--- config.mk ---
export PLATFORM = sky130hd
export DESIGN_NAME = rx_char_fifo
export DESIGN_NICKNAME = d
export VERILOG_FILES = /design/src/rtl/rxq_pkg.sv /design/src/rtl/rxq_store.sv /design/src/rtl/rxq_errsum.sv /design/src/rtl/rxq_idle.sv /design/src/rtl/rx_char_fifo.sv
export SDC_FILE = /design/constraint.sdc
export NUM_CORES = 1
export LEC_CHECK = 0
export CORE_MARGIN = 1
export CORE_UTILIZATION = 50
export CTS_CLUSTER_DIAMETER = 150
export DETAILED_ROUTE_END_ITERATION = 8
export PLACE_DENSITY = 0.8
export SETUP_SLACK_MARGIN = 0.4
export SYNTH_ARGS = -nofsm -noshare
export SYNTH_HDL_FRONTEND = slang
export SYNTH_HIERARCHICAL = 1
export SYNTH_SLANG_ARGS = --single-unit
--- constraint.sdc ---
create_clock -name clk -period 5.95 [get_ports clk]
set_clock_uncertainty 0.1 [all_clocks]
set_input_delay 1.19 -clock clk [delete_from_list [all_inputs] [get_ports clk]]
set_output_delay 1.19 -clock clk [all_outputs]
set_load 0.02 [all_outputs]
--- src/rtl/rxq_pkg.sv ---
package rxq_pkg;
   localparam int CHAR_W = 8;

   typedef struct packed {
      logic              brk;
      logic              ferr;
      logic              perr;
      logic [CHAR_W-1:0] data;
   } rx_ent_t;

   // threshold code to character count
   function automatic logic [4:0] trig_of(input logic [1:0] sel);
      case (sel)
         2'b00:   return 5'd1;
         2'b01:   return 5'd4;
         2'b10:   return 5'd8;
         default: return 5'd14;
      endcase
   endfunction
endpackage

--- src/rtl/rxq_store.sv ---
module rxq_store
   import rxq_pkg::*;
#(
   parameter int DEPTH = 16
) (
   input  logic                         clk,
   input  logic                         rst_n,
   input  logic                         flush,
   input  logic                         push,
   input  logic                         pop,
   input  logic                         ovw,
   input  rx_ent_t                      din,
   output rx_ent_t                      head,
   output logic [$clog2(DEPTH+1)-1:0]   count,
   output logic [DEPTH-1:0]             slot_err
);
   localparam int PW = $clog2(DEPTH);
   localparam int CW = $clog2(DEPTH+1);

   if (DEPTH < 16 || (DEPTH & (DEPTH - 1)) != 0) begin : g_bad_depth
      $error("rxq_store: DEPTH must be a power of two of at least 16");
   end

   rx_ent_t         mem [DEPTH];
   logic [PW-1:0]   wr_ptr, rd_ptr;
   logic [CW-1:0]   cnt;

   always_ff @(posedge clk or negedge rst_n) begin
      if (!rst_n) begin
         wr_ptr <= '0;
         rd_ptr <= '0;
         cnt    <= '0;
      end else if (flush) begin
         wr_ptr <= '0;
         rd_ptr <= '0;
         cnt    <= '0;
      end else if (!ovw) begin
         if (push) wr_ptr <= wr_ptr + 1'b1;
         if (pop)  rd_ptr <= rd_ptr + 1'b1;
         cnt <= cnt + CW'(push) - CW'(pop);
      end
   end

   always_ff @(posedge clk) begin
      if (!flush) begin
         if (ovw)       mem[rd_ptr] <= din;
         else if (push) mem[wr_ptr] <= din;
      end
   end

   assign count = cnt;
   assign head  = (cnt != '0) ? mem[rd_ptr] : '0;

   for (genvar i = 0; i < DEPTH; i++) begin : g_slot
      logic [PW-1:0] off;
      assign off         = PW'(i) - rd_ptr;
      assign slot_err[i] = ({1'b0, off} < cnt) &&
                           (mem[i].perr || mem[i].ferr || mem[i].brk);
   end

   AST_CNT_LIMIT: assert property (@(posedge clk) disable iff (!rst_n)
      cnt <= CW'(DEPTH));
   AST_FLUSH_CLEARS: assert property (@(posedge clk) disable iff (!rst_n)
      flush |=> (cnt == '0));
   AST_OVW_ALONE: assert property (@(posedge clk) disable iff (!rst_n)
      ovw |-> !(push || pop));
endmodule

--- src/rtl/rxq_errsum.sv ---
module rxq_errsum #(
   parameter int DEPTH       = 16,
   parameter bit USE_COUNTER = 1'b1
) (
   input  logic             clk,
   input  logic             rst_n,
   input  logic             flush,
   input  logic             push,
   input  logic             pop,
   input  logic             ovw,
   input  logic             din_err,
   input  logic             head_err,
   input  logic             empty,
   input  logic [DEPTH-1:0] slot_err,
   output logic             any_err
);
   localparam int CW = $clog2(DEPTH+1);

   if (USE_COUNTER) begin : g_count
      logic [CW-1:0] ecnt;
      logic          add, sub;
      logic          scan_any;

      assign add = (push || ovw) && din_err;
      assign sub = (pop  || ovw) && head_err;

      always_ff @(posedge clk or negedge rst_n) begin
         if (!rst_n)     ecnt <= '0;
         else if (flush) ecnt <= '0;
         else            ecnt <= ecnt + CW'(add) - CW'(sub);
      end

      assign any_err  = (ecnt != '0);
      assign scan_any = |slot_err;

      AST_TALLY_MATCH: assert property (@(posedge clk) disable iff (!rst_n)
         any_err == scan_any);
      AST_ERR_EMPTY: assert property (@(posedge clk) disable iff (!rst_n)
         empty |-> !any_err);
   end else begin : g_scan
      assign any_err = |slot_err;
   end
endmodule

--- src/rtl/rxq_idle.sv ---
module rxq_idle #(
   parameter int TICKS = 4
) (
   input  logic clk,
   input  logic rst_n,
   input  logic clr,
   input  logic tick,
   output logic expired
);
   localparam int IW = $clog2(TICKS+1);

   if (TICKS < 1) begin : g_bad_ticks
      $error("rxq_idle: TICKS must be at least 1");
   end

   logic [IW-1:0] cnt;

   always_ff @(posedge clk or negedge rst_n) begin
      if (!rst_n)                            cnt <= '0;
      else if (clr)                          cnt <= '0;
      else if (tick && cnt != IW'(TICKS))    cnt <= cnt + 1'b1;
   end

   assign expired = (cnt == IW'(TICKS));

   AST_IDLE_CAP: assert property (@(posedge clk) disable iff (!rst_n)
      cnt <= IW'(TICKS));
   AST_IDLE_RESTART: assert property (@(posedge clk) disable iff (!rst_n)
      clr |=> !expired);
endmodule

--- src/rtl/rx_char_fifo.sv ---
module rx_char_fifo
   import rxq_pkg::*;
#(
   parameter int DEPTH          = 16,
   parameter int IDLE_TICKS     = 4,
   parameter bit ERR_BY_COUNTER = 1'b1
) (
   input  logic              clk,
   input  logic              rst_n,
   input  logic              ctl_we,
   input  logic [7:0]        ctl_wdata,
   input  logic              rx_valid,
   input  logic [CHAR_W-1:0] rx_char,
   input  logic              rx_perr,
   input  logic              rx_ferr,
   input  logic              rx_brk,
   input  logic              buf_rd,
   input  logic              status_rd,
   input  logic              char_tick,
   output logic [CHAR_W-1:0] buf_data,
   output logic              head_perr,
   output logic              head_ferr,
   output logic              head_brk,
   output logic              data_ready,
   output logic              overrun,
   output logic              fifo_err,
   output logic              trig_hit,
   output logic              timeout,
   output logic              fifo_mode
);
   localparam int CW = $clog2(DEPTH+1);

   if (DEPTH < 14) begin : g_bad_top
      $error("rx_char_fifo: DEPTH must hold the largest threshold");
   end

   logic          mode_q, ovr_q;
   logic [1:0]    lvl_q;
   logic [CW-1:0] count, level;
   logic          has, full, flush, pop, push, ovw, ovr_ev, expired;
   rx_ent_t       din, head;
   logic [DEPTH-1:0] slot_err;
   logic          unused_ctl;

   assign unused_ctl = ^ctl_wdata[5:2];

   assign din   = '{brk: rx_brk, ferr: rx_ferr, perr: rx_perr, data: rx_char};
   assign has   = (count != '0);
   assign full  = mode_q ? (count == CW'(DEPTH)) : has;
   assign flush = ctl_we && (ctl_wdata[1] || (ctl_wdata[0] != mode_q));
   assign pop   = buf_rd && has && !flush;
   assign push  = rx_valid && !flush && (!full || pop);
   assign ovr_ev = rx_valid && !flush && full && !pop;
   assign ovw   = ovr_ev && !mode_q;

   always_ff @(posedge clk or negedge rst_n) begin
      if (!rst_n) begin
         mode_q <= 1'b0;
         lvl_q  <= 2'b00;
         ovr_q  <= 1'b0;
      end else begin
         if (ctl_we) begin
            mode_q <= ctl_wdata[0];
            lvl_q  <= ctl_wdata[7:6];
         end
         if (ovr_ev)         ovr_q <= 1'b1;
         else if (status_rd) ovr_q <= 1'b0;
      end
   end

   rxq_store #(.DEPTH(DEPTH)) u_store (
      .clk      (clk),
      .rst_n    (rst_n),
      .flush    (flush),
      .push     (push),
      .pop      (pop),
      .ovw      (ovw),
      .din      (din),
      .head     (head),
      .count    (count),
      .slot_err (slot_err)
   );

   rxq_errsum #(.DEPTH(DEPTH), .USE_COUNTER(ERR_BY_COUNTER)) u_errsum (
      .clk      (clk),
      .rst_n    (rst_n),
      .flush    (flush),
      .push     (push),
      .pop      (pop),
      .ovw      (ovw),
      .din_err  (rx_perr || rx_ferr || rx_brk),
      .head_err (head.perr || head.ferr || head.brk),
      .empty    (!has),
      .slot_err (slot_err),
      .any_err  (fifo_err)
   );

   rxq_idle #(.TICKS(IDLE_TICKS)) u_idle (
      .clk     (clk),
      .rst_n   (rst_n),
      .clr     (rx_valid || pop || flush || !has),
      .tick    (char_tick),
      .expired (expired)
   );

   assign level      = CW'(trig_of(lvl_q));
   assign buf_data   = head.data;
   assign head_perr  = head.perr;
   assign head_ferr  = head.ferr;
   assign head_brk   = head.brk;
   assign data_ready = has;
   assign overrun    = ovr_q;
   assign fifo_mode  = mode_q;
   assign trig_hit   = mode_q ? (count >= level) : has;
   assign timeout    = mode_q && has && (count < level) && expired;

   AST_FULL_DROP: assert property (@(posedge clk) disable iff (!rst_n)
      (mode_q && count == CW'(DEPTH) && rx_valid && !buf_rd && !ctl_we)
      |=> (count == CW'(DEPTH)));
   AST_OVR_RISE: assert property (@(posedge clk) disable iff (!rst_n)
      ovr_ev |=> overrun);
   AST_HOLD_ONE: assert property (@(posedge clk) disable iff (!rst_n)
      !mode_q |-> (count <= CW'(1)));
   AST_TMO_QUAL: assert property (@(posedge clk) disable iff (!rst_n)
      timeout |-> (data_ready && !trig_hit));
   AST_EMPTY_RD: assert property (@(posedge clk) disable iff (!rst_n)
      (!data_ready && buf_rd && !rx_valid) |=> !data_ready);
   AST_MODE_FLUSH: assert property (@(posedge clk) disable iff (!rst_n)
      (ctl_we && ctl_wdata[0] != fifo_mode) |=> !data_ready);
endmodule

## Word-level counts from Yosys, hierarchy flattened

Memory sizes are Yosys's and may differ from the RTL's.
Index checks and enable logic that the tools add are counted.

| operators by class | value |
|---|---|
| reduce and logical (&&, ||, !) cells | 40 |
| $add $sub $neg | 7 |
| multiplexer cells | 27 |
| equal/unequal tests | 7 |
| magnitude comparators | 2 |

Operator list:

| cell | count |
|---|---|
| $mux 4 | 7 |
| $mux 11 | 2 |
| $mux 5 | 3 |
| $logic_and 1x1->1 | 14 |
| $mux 1 | 12 |
| $pmux 4 s3 | 1 |
| $logic_or 1x1->1 | 11 |
| $reduce_or 11->1 | 1 |
| $add 5x1->5 | 2 |
| $reduce_bool 5->1 | 2 |
| $sub 5x1->5 | 2 |
| $add 4x1->4 const B | 2 |
| $reduce_bool 2->1 | 4 |
| $mux 3 | 2 |
| $eq 5x5->1 const B | 1 |
| $ge 5x5->1 | 1 |
| $logic_not 1->1 | 5 |
| $lt 5x5->1 | 1 |
| $reduce_and 2->1 | 2 |
| $add 3x1->3 const B | 1 |
| $eq 3x3->1 const B | 1 |
| $ne 3x3->1 const B | 1 |
| $eq 2x1->1 const B | 1 |
| $eq 2x2->1 const B | 1 |
| 3 further kinds | 3 |

| storage, ports and cells | value |
|---|---|
| memories | 1 |
| logic and storage cells | 92 |
| output and inout bits | 17 |
| memory bits (writable) | 176 |
| flip-flop bits (word level) | 25 |

Memories:

| memory | words | bits a word | rd ports | clocked after Yosys merged registers in | wr ports | line | source |
|---|---|---|---|---|---|---|---|
| u_store.mem | 16 | 11 | 1 | 0 | 1 | rxq_store.sv:24 | `rx_ent_t mem [DEPTH];` |

## Depth between registers and ports, before layout

| logic depth | value |
|---|---|
| depth after elaboration | 13 |
| gate-level depth with buffers | 18 |
| mapped depth without buffers | 17 |

## Cells and area by module

The synthesis kept the hierarchy.

By module, submodules not included:

| module | cells an instance | area each (um^2) | times used |
|---|---|---|---|
| rxq_store | 577 | 8773.4 | 1 |
| rx_char_fifo | 48 | 397.9 | 1 |
| rxq_errsum | 40 | 376.6 | 1 |
| rxq_idle | 18 | 197.7 | 1 |

## Worst setup path after synthesis

OpenSTA, ideal clock, no wires.

| timing | value |
|---|---|
| kind | input to register |
| start | input ctl_wdata[0] |
| end | register u_errsum.g_count.ecnt[4] |
| slack | 1.781 ns |
| path buffers | 0 |
| stages | 13 |
| data arrival time | 3.992 ns |
| cell sequence | xor2_1 -> o21ai_1 -> inv_1 -> nor4b_1 -> o21ai_0 -> ha_1 -> inv_1 -> ha_1 -> inv_1 -> fa_1 -> nand2b_2 -> a2111o_1 -> o21ai_1 |

| between the ends | value |
|---|---|
| word-level cells in the longest chain between the ends | 13 |
| elaborated cells on any way between the ends | 19 |

Ends and longest elaborated chain:

| what | line | source |
|---|---|---|
| start: declaration | rx_char_fifo.sv:11 | `input logic [7:0] ctl_wdata,` |
| $ne 1x1->1 (*) | rx_char_fifo.sv:50 | `assign flush = ctl_we && (ctl_wdata[1] \|\| (ctl_wdata[0] != mode_q));` |
| $logic_or 1x1->1 (*) | rx_char_fifo.sv:50 |  |
| $logic_and 1x1->1 (*) | rx_char_fifo.sv:50 |  |
| via flush | rx_char_fifo.sv:40 | `logic has, full, flush, pop, push, ovw, ovr_ev, expired;` |
| $logic_not 1->1 (*) | n/a |  |
| $logic_and 1x1->1, on equally long branches | rx_char_fifo.sv:53, rx_char_fifo.sv:51 |  |
| $logic_and 1x1->1 or $logic_not 1->1 (tied branches) | rx_char_fifo.sv:53 | `assign ovr_ev = rx_valid && !flush && full && !pop;` |
| $logic_and 1x1->1 (*) | rx_char_fifo.sv:53 |  |
| $logic_and 1x1->1 (*) | rx_char_fifo.sv:54 | `assign ovw = ovr_ev && !mode_q;` |
| via ovw | rx_char_fifo.sv:40 |  |
| $logic_or 1x1->1 | rxq_errsum.sv:24 | `assign add = (push \|\| ovw) && din_err;` |
| $logic_and 1x1->1 | rxq_errsum.sv:24 |  |
| $add 5x1->5 | rxq_errsum.sv:30 | `else ecnt <= ecnt + CW'(add) - CW'(sub);` |
| $sub 5x1->5 (*) | rxq_errsum.sv:30 |  |
| $mux 5 (*) | rxq_errsum.sv:29 | `else if (flush) ecnt <= '0;` |
| end signal: assignment | rxq_errsum.sv:30 |  |
| end: declaration | rxq_errsum.sv:20 | `logic [CW-1:0] ecnt;` |

The timed path passes the listed nets; every way through them passes the cells marked *.
A chain may end at the register's enable or synchronous reset.

## Final worst setup path

| timing | value |
|---|---|
| start | register u_store.rd_ptr[3] |
| end | output buf_data[3] |

| between the ends | value |
|---|---|
| word-level cells in the longest chain between the ends | 2 |

Ends and longest elaborated chain:

| what | line | source |
|---|---|---|
| start: declaration | rxq_store.sv:25 | `logic [PW-1:0] wr_ptr, rd_ptr;` |
| start signal: assignment | rxq_store.sv:39 | `if (pop) rd_ptr <= rd_ptr + 1'b1;` |
| $mem_v2 16x11 | n/a |  |
| $mux 11 | rxq_store.sv:52 | `assign head = (cnt != '0) ? mem[rd_ptr] : '0;` |
| end: declaration | rx_char_fifo.sv:20 | `output logic [CHAR_W-1:0] buf_data,` |

No other way between the ends.

==> qor.log <==
[power_and_ir_drop] clock share of power 0.292
[cts] CTS Sinks 201
[power_and_ir_drop] cell-internal power 2.88 mW
[global_routing] largest net degree at the start of global routing 36
[min_path] worst hold-check path type reg -> reg
[sta] aggregate negative setup slack 0 ps
[layout] antenna cell count 0
[worst_setup_path] launching element type of the critical path flip-flop
[cts] clock latency on the worst-skew pair 500 ps
[cts] clock root buffer master clkbuf_16
[routing] first drt pass iteration count 5
[power_and_ir_drop] switching fraction of total power 0.300
[power_and_ir_drop] sequential share of power 0.419
[sta] setup repair after global routing missed its margin no
[place] number of I/O port buffers 38
[power_and_ir_drop] total power 4.12 mW
[routing] mean number of vias per cell 5.73
[routing] final routed DRC violation total 0
[logic_synthesis] Synth Net Count 601
[cts] clock edge transition at the registers on the reported setup and hold paths 60 ps
[power_and_ir_drop] Static Leak 3.44 nW
[routing] Iter 0 DRT Violations 369
[floorplan] number of top-level pins 43
[power_and_ir_drop] fraction of power consumed by combinational cells 0.289
[cts] count of instances resized after the clock tree is built 0
[worst_setup_path] worst setup path category reg -> out
[logic_synthesis] synthesized area per cell 15.9 um2
[place] post-placement setup slack 1030 ps
[global_routing] first-pass GRT wire length 28,400 um
[sta] Final setup viols 0
[power_and_ir_drop] IR drop worst, VDD 0.000376 V
[sta] final slew viol count 0
[cts] Hold Buf Count CTS 0
[power_and_ir_drop] Pwr per Cell Area 409 nW/um2
[worst_setup_path] maximum single-stage delay on the critical path 930 ps
[worst_setup_path] data arrival at the endpoint of the critical path 3430 ps
[routing] average wire per standard cell 21.4 um
[logic_synthesis] area of the mapped netlist 8780 um2
[floorplan] area of the placeable core 17,200 um2
[worst_setup_path] cells along the critical path nor2b_1, nand2_1, and3_1, a22oi_1, nand2_1, clkdlybuf4s50_1
[outcome] status complete, no violations
[worst_setup_path] data required time of the critical path 4660 ps
[global_routing] number of global-route vias before repair 5,116
[sta] minimum period implied by the final worst setup slack 4720 ps
[layout] highest-count cells in the layout ignoring fill and taps edfxtp_1 (176), nand2_1 (47), nor2_1 (39)
[worst_setup_path] Crit Path Max Fanout 17
[global_routing] all-layer global routing usage 0.213
[cts] CTS H-tree depth 1
[routing] final antenna-violating net count 0
[layout] net total in the final layout 660
[global_routing] total gr overflow 0
[worst_setup_path] crit end category output pin
[worst_setup_path] Worst path most repeated cell nand2_1
[floorplan] die boundary height 135 um
[sta] number of hold violations in the final report 0
[flow_run] number of violations of the max-capacitance limit 0
[cts] CTS tree done
[place] DPL Wire Length 11,300 um
[global_routing] initial antenna violation count 0
[cts] number of CTS-inserted buffers 21
[sta] pin slew with the least headroom to its limit 929 ps
[logic_synthesis] Yosys Warn Count 6
[routing] Post-Route WL 18,100 um
[layout] area growth from synthesis to layout 14.6%
[floorplan] die area 18,100 um2
[floorplan] initial standard-cell utilization of the core 0.510
[layout] fillcell total 1,281
[sta] post-route clock period utilization 0.793
[logic_synthesis] number of cells produced by synthesis 551
[layout] fraction of final layout cells sized beyond drive strength 1 0.167
[floorplan] die width 135 um
[routing] vias after detailed routing 4,845
[sta] Max-slew headroom 0.381
[worst_setup_path] CP max-delay cell dfrtp_1
[place] weighted congestion at the end of routability-driven global placement 0.835
[layout] most frequent standard cell in the layout excluding fill and tap cells edfxtp_1
[floorplan] FP Rows 48
[sta] worst setup slack after layout 1230 ps
[cts] post-CTS setup buffer count 0
[cts] clock tree buffer depth 3
[power_and_ir_drop] sw power 1.23 mW
[sta] Max Freq 212 MHz
==> stage by stage <==
| step | hold WS (ps) | utilization | cell area (um2) | std cells |
|---|---|---|---|---|
| final | 424 | 0.584 | 10100 | 846 |
| after global routing | 435 | 0.584 | 10100 | 846 |
| after CTS | 429 | 0.584 | 10100 | 846 |
| after detailed placement | 416 | 0.548 | 9440 | 812 |
| after global placement | 381 | 0.548 | 9440 | 812 |
| after floorplan | 429 | - | 8780 | 551 |
==> worst paths after layout <==
kind / from / to / slack, ps / cells after the start
worst max-delay path: u_store/rd_ptr[3] / buf_data[3] / 1230 / 6
worst max register to register: u_store/rd_ptr[3] / u_errsum/g_count.ecnt[4] / 1390 / 15
max in group asynchronous: rst_n / u_store/rd_ptr[1] / 4510 / 2
worst min register to register: overrun / overrun / 420 / 1
min in group asynchronous: rst_n / fifo_mode / 970 / 2
worst min-delay path: overrun / overrun / 420 / 1
==> critical path: cells and delay by family, from the launching register on <==
kind / cells / cell delay [ps]
AO/OA/AOI/OAI: 1 / 210
buffers and inverters: 1 / 560
flip-flops: 1 / 930
AND/OR/NAND/NOR: 4 / 1230
==> power groups by stage <==
| stage | Clock, mW | Sequential [mW] | Combinational (mW) |
|---|---|---|---|
| after floorplan | 0 | 1.67 | 0.931 |
| after global placement | 0 | 1.75 | 1.14 |
| after detailed placement | 0 | 1.76 | 1.18 |
| after CTS | 1.22 | 1.73 | 1.20 |
| after global routing | 1.28 | 1.74 | 1.30 |
| final | 1.20 | 1.73 | 1.19 |
==> area by class of cell <==
cell class / instances / area (um2) / area share
multi-input combinational: 300 / 2600 / 0.258
sequential: 201 / 5910 / 0.588
clock buffer: 24 / 537 / 0.0533
inverter: 25 / 95.1 / 0.00945
tap: 225 / 282 / 0.0280
clock inverter: 10 / 85.1 / 0.00845
timing repair buffer: 61 / 553 / 0.0549
==> layer usage <==
metal  up-vias  wire length, um  part of all wire  GRT usage
met5         -                0                 0          0
met4         0              504             0.028     0.0793
met3        33             1250             0.069     0.0450
met2       189             9310              0.51      0.365
met1      2447             7060              0.39      0.267
li1       2176                -                 -          -
==> state kept, by name, summed over array words and instances, names as in the netlist <==
signal,count
lvl_q,2
u_store/mem,176
u_store/wr_ptr,4
u_store/rd_ptr,4
u_errsum/g_count.ecnt,5
overrun,1
fifo_mode,1
u_store/count,5
u_idle/cnt,3
Note: power is estimated with default switching activity, not from simulation.
